`src/rtl/fbg_pkg.sv`:
```
package fbg_pkg;
  localparam int unsigned INT_W  = 16;
  localparam int unsigned FRAC_W = 4;
  localparam int unsigned PRE_DIV = 4;
  localparam int unsigned OS_MAX = 16;

  typedef enum logic [1:0] {
    OS_16X  = 2'b00,
    OS_8X   = 2'b01,
    OS_4X   = 2'b10,
    OS_16XB = 2'b11
  } os_sel_e;
endpackage

```
`src/rtl/fbg_prescale.sv`:
```
module fbg_prescale #(
  parameter int unsigned DIV = fbg_pkg::PRE_DIV
) (
  input  logic clk_i,
  input  logic rst_ni,
  input  logic clr_i,
  input  logic sel_i,
  output logic en_o
);
  localparam int unsigned CW = (DIV > 1) ? $clog2(DIV) : 1;
  localparam logic [CW-1:0] LAST = CW'(DIV - 1);

  logic [CW-1:0] cnt_q;

  always_ff @(posedge clk_i or negedge rst_ni) begin
    if (!rst_ni)         cnt_q <= '0;
    else if (clr_i)      cnt_q <= '0;
    else if (cnt_q == LAST) cnt_q <= '0;
    else                 cnt_q <= cnt_q + 1'b1;
  end

  assign en_o = sel_i ? (cnt_q == LAST) : 1'b1;
endmodule

```
`src/rtl/fbg_frac_div.sv`:
```
module fbg_frac_div #(
  parameter int unsigned INT_W  = fbg_pkg::INT_W,
  parameter int unsigned FRAC_W = fbg_pkg::FRAC_W
) (
  input  logic              clk_i,
  input  logic              rst_ni,
  input  logic              clr_i,
  input  logic              en_i,
  input  logic [INT_W-1:0]  div_i,
  input  logic [FRAC_W-1:0] frac_i,
  output logic              tick_o
);
  logic [INT_W-1:0]  cnt_q;
  logic [FRAC_W-1:0] acc_q;
  logic              ext_q;
  logic              run;
  logic              hit;
  logic [INT_W:0]    cnt_p1;
  logic [INT_W:0]    lim;
  logic [FRAC_W:0]   sum;

  assign run    = |div_i;
  assign cnt_p1 = {1'b0, cnt_q} + {{INT_W{1'b0}}, 1'b1};
  // period is div_i plus one extra when the previous accumulation carried
  assign lim    = {1'b0, div_i} + {{INT_W{1'b0}}, ext_q};
  assign hit    = (cnt_p1 == lim);
  assign sum    = {1'b0, acc_q} + {1'b0, frac_i};
  assign tick_o = run & en_i & hit & ~clr_i;

  always_ff @(posedge clk_i or negedge rst_ni) begin
    if (!rst_ni) begin
      cnt_q <= '0;
      acc_q <= '0;
      ext_q <= 1'b0;
    end else if (clr_i || !run) begin
      cnt_q <= '0;
      acc_q <= '0;
      ext_q <= 1'b0;
    end else if (en_i) begin
      if (hit) begin
        cnt_q <= '0;
        acc_q <= sum[FRAC_W-1:0];
        ext_q <= sum[FRAC_W];
      end else begin
        cnt_q <= cnt_q + 1'b1;
      end
    end
  end
endmodule

```
`src/rtl/fbg_bit_cnt.sv`:
```
module fbg_bit_cnt #(
  parameter int unsigned OS_MAX = fbg_pkg::OS_MAX
) (
  input  logic       clk_i,
  input  logic       rst_ni,
  input  logic       clr_i,
  input  logic       os_tick_i,
  input  logic [1:0] sel_i,
  output logic       bit_tick_o
);
  localparam int unsigned CW = $clog2(OS_MAX);

  logic [CW-1:0] cnt_q;
  logic [CW-1:0] last;
  logic          hit;

  always_comb begin
    unique case (fbg_pkg::os_sel_e'(sel_i))
      fbg_pkg::OS_8X: last = CW'(OS_MAX / 2 - 1);
      fbg_pkg::OS_4X: last = CW'(OS_MAX / 4 - 1);
      default:        last = CW'(OS_MAX - 1);
    endcase
  end

  assign hit        = (cnt_q == last);
  assign bit_tick_o = os_tick_i & hit;

  always_ff @(posedge clk_i or negedge rst_ni) begin
    if (!rst_ni)        cnt_q <= '0;
    else if (clr_i)     cnt_q <= '0;
    else if (os_tick_i) cnt_q <= hit ? '0 : cnt_q + 1'b1;
  end
endmodule

```
`src/rtl/frac_baud_gen.sv`:
```
module frac_baud_gen #(
  parameter int unsigned INT_W   = fbg_pkg::INT_W,
  parameter int unsigned FRAC_W  = fbg_pkg::FRAC_W,
  parameter int unsigned PRE_DIV = fbg_pkg::PRE_DIV,
  parameter int unsigned OS_MAX  = fbg_pkg::OS_MAX
) (
  input  logic                clk_i,
  input  logic                rst_ni,
  input  logic [INT_W/2-1:0]  div_hi_i,
  input  logic [INT_W/2-1:0]  div_lo_i,
  input  logic [FRAC_W-1:0]   div_frac_i,
  input  logic [1:0]          os_sel_i,
  input  logic                pre_sel_i,
  output logic                os_tick_o,
  output logic                bit_tick_o
);
  localparam int unsigned CFG_W = INT_W + FRAC_W + 3;

  logic [INT_W-1:0] div;
  logic [CFG_W-1:0] cfg, cfg_q;
  logic             cfg_chg;
  logic             pre_en;

  assign div     = {div_hi_i, div_lo_i};
  assign cfg     = {div, div_frac_i, os_sel_i, pre_sel_i};
  assign cfg_chg = (cfg != cfg_q);

  always_ff @(posedge clk_i or negedge rst_ni) begin
    if (!rst_ni) cfg_q <= '0;
    else         cfg_q <= cfg;
  end

  fbg_prescale #(.DIV(PRE_DIV)) i_pre (
    .clk_i (clk_i),
    .rst_ni(rst_ni),
    .clr_i (cfg_chg),
    .sel_i (pre_sel_i),
    .en_o  (pre_en)
  );

  fbg_frac_div #(.INT_W(INT_W), .FRAC_W(FRAC_W)) i_div (
    .clk_i (clk_i),
    .rst_ni(rst_ni),
    .clr_i (cfg_chg),
    .en_i  (pre_en),
    .div_i (div),
    .frac_i(div_frac_i),
    .tick_o(os_tick_o)
  );

  fbg_bit_cnt #(.OS_MAX(OS_MAX)) i_bit (
    .clk_i     (clk_i),
    .rst_ni    (rst_ni),
    .clr_i     (cfg_chg),
    .os_tick_i (os_tick_o),
    .sel_i     (os_sel_i),
    .bit_tick_o(bit_tick_o)
  );
endmodule

```
`config.mk`:
```
export PLATFORM = sky130hd
export DESIGN_NAME = frac_baud_gen
export DESIGN_NICKNAME = d
export VERILOG_FILES = /design/src/rtl/fbg_pkg.sv /design/src/rtl/fbg_prescale.sv /design/src/rtl/fbg_frac_div.sv /design/src/rtl/fbg_bit_cnt.sv /design/src/rtl/frac_baud_gen.sv
export SDC_FILE = /design/constraint.sdc
export NUM_CORES = 1
export LEC_CHECK = 0
export BUFFER_PORTS_ARGS = -buffer_cell sky130_fd_sc_hd__buf_2
export CAP_MARGIN = 20
export CORE_MARGIN = 3
export CORE_UTILIZATION = 60
export DETAILED_ROUTE_END_ITERATION = 16
export PLACE_DENSITY = 0.92
export SYNTH_ARGS = -nofsm -noshare
export SYNTH_HDL_FRONTEND = slang
export SYNTH_HIERARCHICAL = 1
export SYNTH_SLANG_ARGS = --single-unit
```
`constraint.sdc`:
```
create_clock -name clk_i -period 4.85 [get_ports clk_i]
set_clock_uncertainty 0.05 [all_clocks]
set_input_delay 1.2125 -clock clk_i [delete_from_list [all_inputs] [get_ports clk_i]]
set_output_delay 1.2125 -clock clk_i [all_outputs]
set_load 0.02 [all_outputs]
```
# == After elaboration in Yosys (flattened, before gate mapping) ==
# Cells that the tools add are included.
# word_totals
reg_bits,50
output_inout_bits,2
word_cells,46
# classes
add_sub_neg,6
n_eq_ne,6
mux,16
n_bitwise,5
n_reduce_logical,7
# ops
cell,count
16-bit 2-to-1 mux,3
4-bit 2-to-1 mux,6
23-bit != test,1
16-bit by 1-bit adder with 17-bit output,1
16-bit by 1-bit adder with 17-bit output (second input constant),1
17-bit == test,1
16-bit by 1-bit adder with 16-bit output (second input constant),1
16-bit OR reduction,1
4-bit case mux with 2 select lines,1
2-bit nonzero test,3
4-bit by 4-bit adder with 5-bit output,1
4-bit by 1-bit adder with 4-bit output (second input constant),1
1-bit bitwise AND,4
2-bit == test (second input constant),2
4-bit == test,1
1-bit 2-to-1 mux,4
2-bit 2-to-1 mux,2
2-bit by 1-bit adder with 2-bit output (second input constant),1
2-bit by 1-bit == test with 1-bit output (second input constant),1
2-bit AND reduction,1
1-bit zero test,1
1-bit logical OR,1
1-bit inverter,1

# == Longest topological paths before layout ==
# depth
depth_word,7
ltp_mapped,13

# == Hierarchy ==
# The synthesis kept the hierarchy.
# by_module_without_submodules
mod,n_inst,cells_each,area_per_inst_um2,seq_area_each_um2
fbg_frac_div,1,271,2249.7,525.5
frac_baud_gen,1,54,824.5,575.6
fbg_bit_cnt,1,27,274.0,100.1
fbg_prescale,1,6,78.8,50.0

# == Worst setup path after synthesis ==
# OpenSTA, ideal clock, no wires.
# synth_path
path_kind,input to output
startpoint,input port div_lo_i[0]
endpoint,output port bit_tick_o
t_arrival_ps,3577
required_time_ps,3588
slack_ps,11
cell_stages,11
n_path_buf,1
path_cell_list,ha_1 -> ha_1 -> nand2_1 -> or4b_1 -> and3_1 -> nor2_1 -> nand4_1 -> a2111oi_0 -> and3_1 -> buf_2 -> and2_1
# synth_via
elab_chain_cells,5
word_cells_on_any_way,9
# synth_lines
item,line_no,text
from (decl),frac_baud_gen.sv:10,"input logic [INT_W/2-1:0] div_lo_i,"
16-bit by 1-bit adder with 17-bit output / 16-bit OR reduction (equally long branches),"fbg_frac_div.sv:25, fbg_frac_div.sv:22",
17-bit == test / 1-bit bitwise AND (equally long branches),"fbg_frac_div.sv:26, fbg_frac_div.sv:28",
1-bit bitwise AND,fbg_frac_div.sv:28,assign tick_o = run & en_i & hit & ~clr_i;
1-bit bitwise AND (*),fbg_frac_div.sv:28,
net os_tick_o,frac_baud_gen.sv:14,"output logic os_tick_o,"
1-bit bitwise AND (*),fbg_bit_cnt.sv:26,assign bit_tick_o = os_tick_i & hit;
to (decl),frac_baud_gen.sv:15,output logic bit_tick_o
# The timed path passes the listed nets; every way through them passes the cells marked *.

# == Worst setup path in the final report ==
# layout_path
startpoint,input port div_lo_i[0]
endpoint,output port bit_tick_o
# layout_via
elab_chain_cells,5
word_cells_on_any_way,9
# layout_lines
item,line_no
16-bit by 1-bit adder with 17-bit output / 16-bit OR reduction (equally long branches),"fbg_frac_div.sv:25, fbg_frac_div.sv:22"
17-bit == test / 1-bit bitwise AND (equally long branches),"fbg_frac_div.sv:26, fbg_frac_div.sv:28"
1-bit bitwise AND,fbg_frac_div.sv:28
1-bit bitwise AND (*),fbg_frac_div.sv:28
1-bit bitwise AND (*),fbg_bit_cnt.sv:26
# Every way passes the cells marked *; elsewhere a longest branch is shown, timed or not.

==> summary.md <==
| Metric | Value |
|---|---|
| Count leader, synth | `dfrtp_1` |
| Crit. End Element | `output pin` |
| Reg2Reg Setup Slack | `1.34 ns` |
| Sequential power share | `51.3%` |
| Starting Density | `64.6%` |
| Final setup viols | `0` |
| WP data arrival | `3.54 ns` |
| Combinational Power Share | `13.3%` |
| Initial antenna violation count | `0` |
| Vias in the first global route | `2,894` |
| CP Max Fanout | `4` |
| Pwr dens | `213 nW/µm²` |
| First-pass GRT wire length | `13,900 µm` |
| Antenna cell count | `0` |
| YS warnings | `6` |
| Die X | `81.6 µm` |
| Fmax | `208 MHz` |
| WL/cell | `19.5 µm` |
| Setup WS post-layout | `0.0495 ns` |
| Top cells by count, synth | `dfrtp_1, xnor2_1, nand2_1` |
| Share of Yosys cell area claimed by the top area cell type | `36.5%` |
| Outcome | `finished clean` |
| Switch share | `25.5%` |
| Peak VDD IR | `0.156 mV` |
| Detailed placer's ending HPWL | `6190 µm` |
| Hold Slack | `0.390 ns` |
| Slew Viols, Final | `0` |
| Total GRT Usage | `27.1%` |
| CTS Sinks | `50` |
| Num CTS Buffers | `5` |
| CTS root buffer | `clkbuf_8` |
| Global route total overflow | `0` |
| DRT iter0 DRCs | `337` |
| Clock Latency Late Sink | `0.31 ns` |
| Post-synthesis sequential area ratio | `36.5%` |
| Antenna-violating nets left | `0` |
| Dominant synthesized flop cell | `dfrtp_1` |
| Clk pwr share | `35.4%` |
| Post-Syn Nets | `395` |
| Synth top area cells | `dfrtp_1, xnor2_1, xor2_1` |
| Port Buf Inserts | `26` |
| Async S/R FF share, synth | `100%` |
| Number of I/O pins | `27` |
| Mapped Avg Cell Area | `9.57 µm²` |
| CTS max path bufs | `2` |
| Die Ht | `81.6 µm` |
| Hold Violations, Final | `0` |
| TritonCTS clock tree | `built` |
| Distinct cells, synth | `51` |
| Placed insts | `456` |
| Layout cells sized above 1 | `20.5%` |
| Largest net degree at the start of global routing | `51` |
| Clock-pin slew on the worst setup and hold paths | `0.10 ns` |
| CP startpoint kind | `primary input` |
| P_leak | `1.65 nW` |
| Synth area leader | `dfrtp_1` |
| Critical Setup Path Class | `primary input to output pin` |
| Fin cells | `465` |
| Postcts setup bufs | `0` |
| Drc violations | `0` |
| Yosys reg bits | `50` |
| Die Footprint | `6650 µm²` |
| Core ar. | `5300 µm²` |
| Hold/Removal Path Class | `flop to flop` |
| Post-synthesis instance total | `358` |
| Net count, final | `431` |
| Worst Max-Slew Pin Slew | `0.642 ns` |
| Number of flops mapped to enable cells by yosys | `0` |
| Pre-CTS setup slack | `-0.171 ns` |
| Vias per cell | `6.52` |
| Period minus WS final | `4.80 ns` |
| Vias | `3,030` |
| Final wirelength | `9080 µm` |
| Syn-to-layout area delta | `15.4%` |
| Net Sw Power | `0.000215 W` |
| Placer Congestion | `0.912` |
| Overall power | `0.000841 W` |
| First-pass DRT Iterations | `5` |
| Worst EP required | `3.59 ns` |
| P_int | `0.000626 W` |
| Tcrit/Tclk final | `99.0%` |
| Mapped Area | `3430 µm²` |
| Slew headroom | `57.2%` |
| Cell row count | `26` |
| H-tree depth | `2` |
| Max_cap viols | `0` |
## per-stage QoR
stage | TNS, ns | util [%] | area (µm²)
2_1_floorplan | 0 | - | 3430
3_3_place_gp | -0.0931 | 69.9 | 3700
3_5_place_dp | -0.243 | 69.9 | 3700
4_1_cts | 0 | 72.2 | 3830
5_1_grt | -0.0341 | 74.6 | 3960
6_report | 0 | 74.6 | 3960
## timing repair
action                                 in CTS  in global routing
setup endpoints to repair                   2                  2
endpoints found under the hold margin       0                  0
cloned                                      0                  0
hold buffers                                0                  0
pin swaps                                   1                  3
resized for setup                           4                 19
## critical path, cell delays in order
cell	delay, ns
clkbuf_4	0.16
ha_4	0.17
ha_4	0.17
buf_4	0.12
nand3_1	0.07
xnor2_1	0.23
xnor2_1	0.13
nor3_2	0.26
nand3_1	0.17
a2111oi_4	0.35
and3_4	0.24
and2_1	0.11
buf_4	0.13
## cells by family (layout without fill, tap and decap cells)
logic type	after synthesis	count (layout)	synth area share (%)
AND/OR/NAND/NOR	156	156	25.5
multiplexers	8	8	2.34
AO/OA/AOI/OAI	40	40	9.31
flip-flops	50	50	36.5
adder cells (fa/ha/maj)	12	12	4.60
XOR/XNOR	70	70	18.7
buffers and inverters	22	59	3.07
## registers in the layout, indices dropped and copies added, names as in the netlist
name	cells
i_div/ext_q	1
i_bit/cnt_q	4
cfg_q	23
i_div/acc_q	4
i_pre/cnt_q	2
i_div/cnt_q	16
## worst paths after layout
path / startpoint / to / cells past startpoint
hold / removal: i_pre/cnt_q[0] / i_pre/cnt_q[0] / 1
setup / recovery: div_lo_i[0] / bit_tick_o / 13
min in group asynchronous: rst_ni / i_div/acc_q[0] / 1
setup reg to reg: i_div/cnt_q[0] / i_bit/cnt_q[2] / 12
hold reg to reg: i_pre/cnt_q[0] / i_pre/cnt_q[0] / 1
max in group asynchronous: rst_ni / cfg_q[13] / 2
## placed cells by master, fill, tap and decap left out, types with 3 or more instances in the layout
cell	n
nand4_1	13
nor4_1	15
nand3_1	23
ha_1	9
a311o_1	3
xor2_1	26
clkbuf_8	5
and3_1	3
nor2_1	21
xnor2_1	41
and3_4	4
inv_1	3
and2_1	5
nand2_1	29
a21oi_1	11
o21ai_0	3
dfrtp_1	50
mux2i_1	8
and4_1	5
buf_4	21
buf_2	24
nor3_1	15
nand4_2	3
## final cells by class
class / count / area, µm²
inverters: 4 / 15.0
repair buffers: 47 / 313
multi-input cells: 286 / 2180
fillers: 353 / 1350
well taps: 70 / 87.6
clock inverters: 2 / 37.5
flip-flops and latches: 50 / 1250
clock buffers: 6 / 72.6
## metal layers
| layer | track usage (%) | up-vias | routed length (µm) |
|---|---|---|---|
| li1 | - | 1371 | - |
| met1 | 37.1 | 1446 | 3630 |
| met2 | 44.9 | 183 | 4440 |
| met3 | 4.06 | 30 | 815 |
| met4 | 7.48 | 0 | 197 |
| met5 | 0 | - | 0 |
## power by group through the flow
| stage | Clock [W] | Combinational [W] | Sequential (W) |
|---|---|---|---|
| 6_report | 0.000298 | 0.000112 | 0.000431 |
| 5_1_grt | 0.000322 | 0.000121 | 0.000432 |
| 4_1_cts | 0.000302 | 0.000102 | 0.000431 |
| 3_5_place_dp | 0 | 0.000101 | 0.000439 |
| 3_3_place_gp | 0 | 0.0000975 | 0.000438 |
| 2_1_floorplan | 0 | 0.0000513 | 0.000438 |
(Power assumes the default switching activity.)
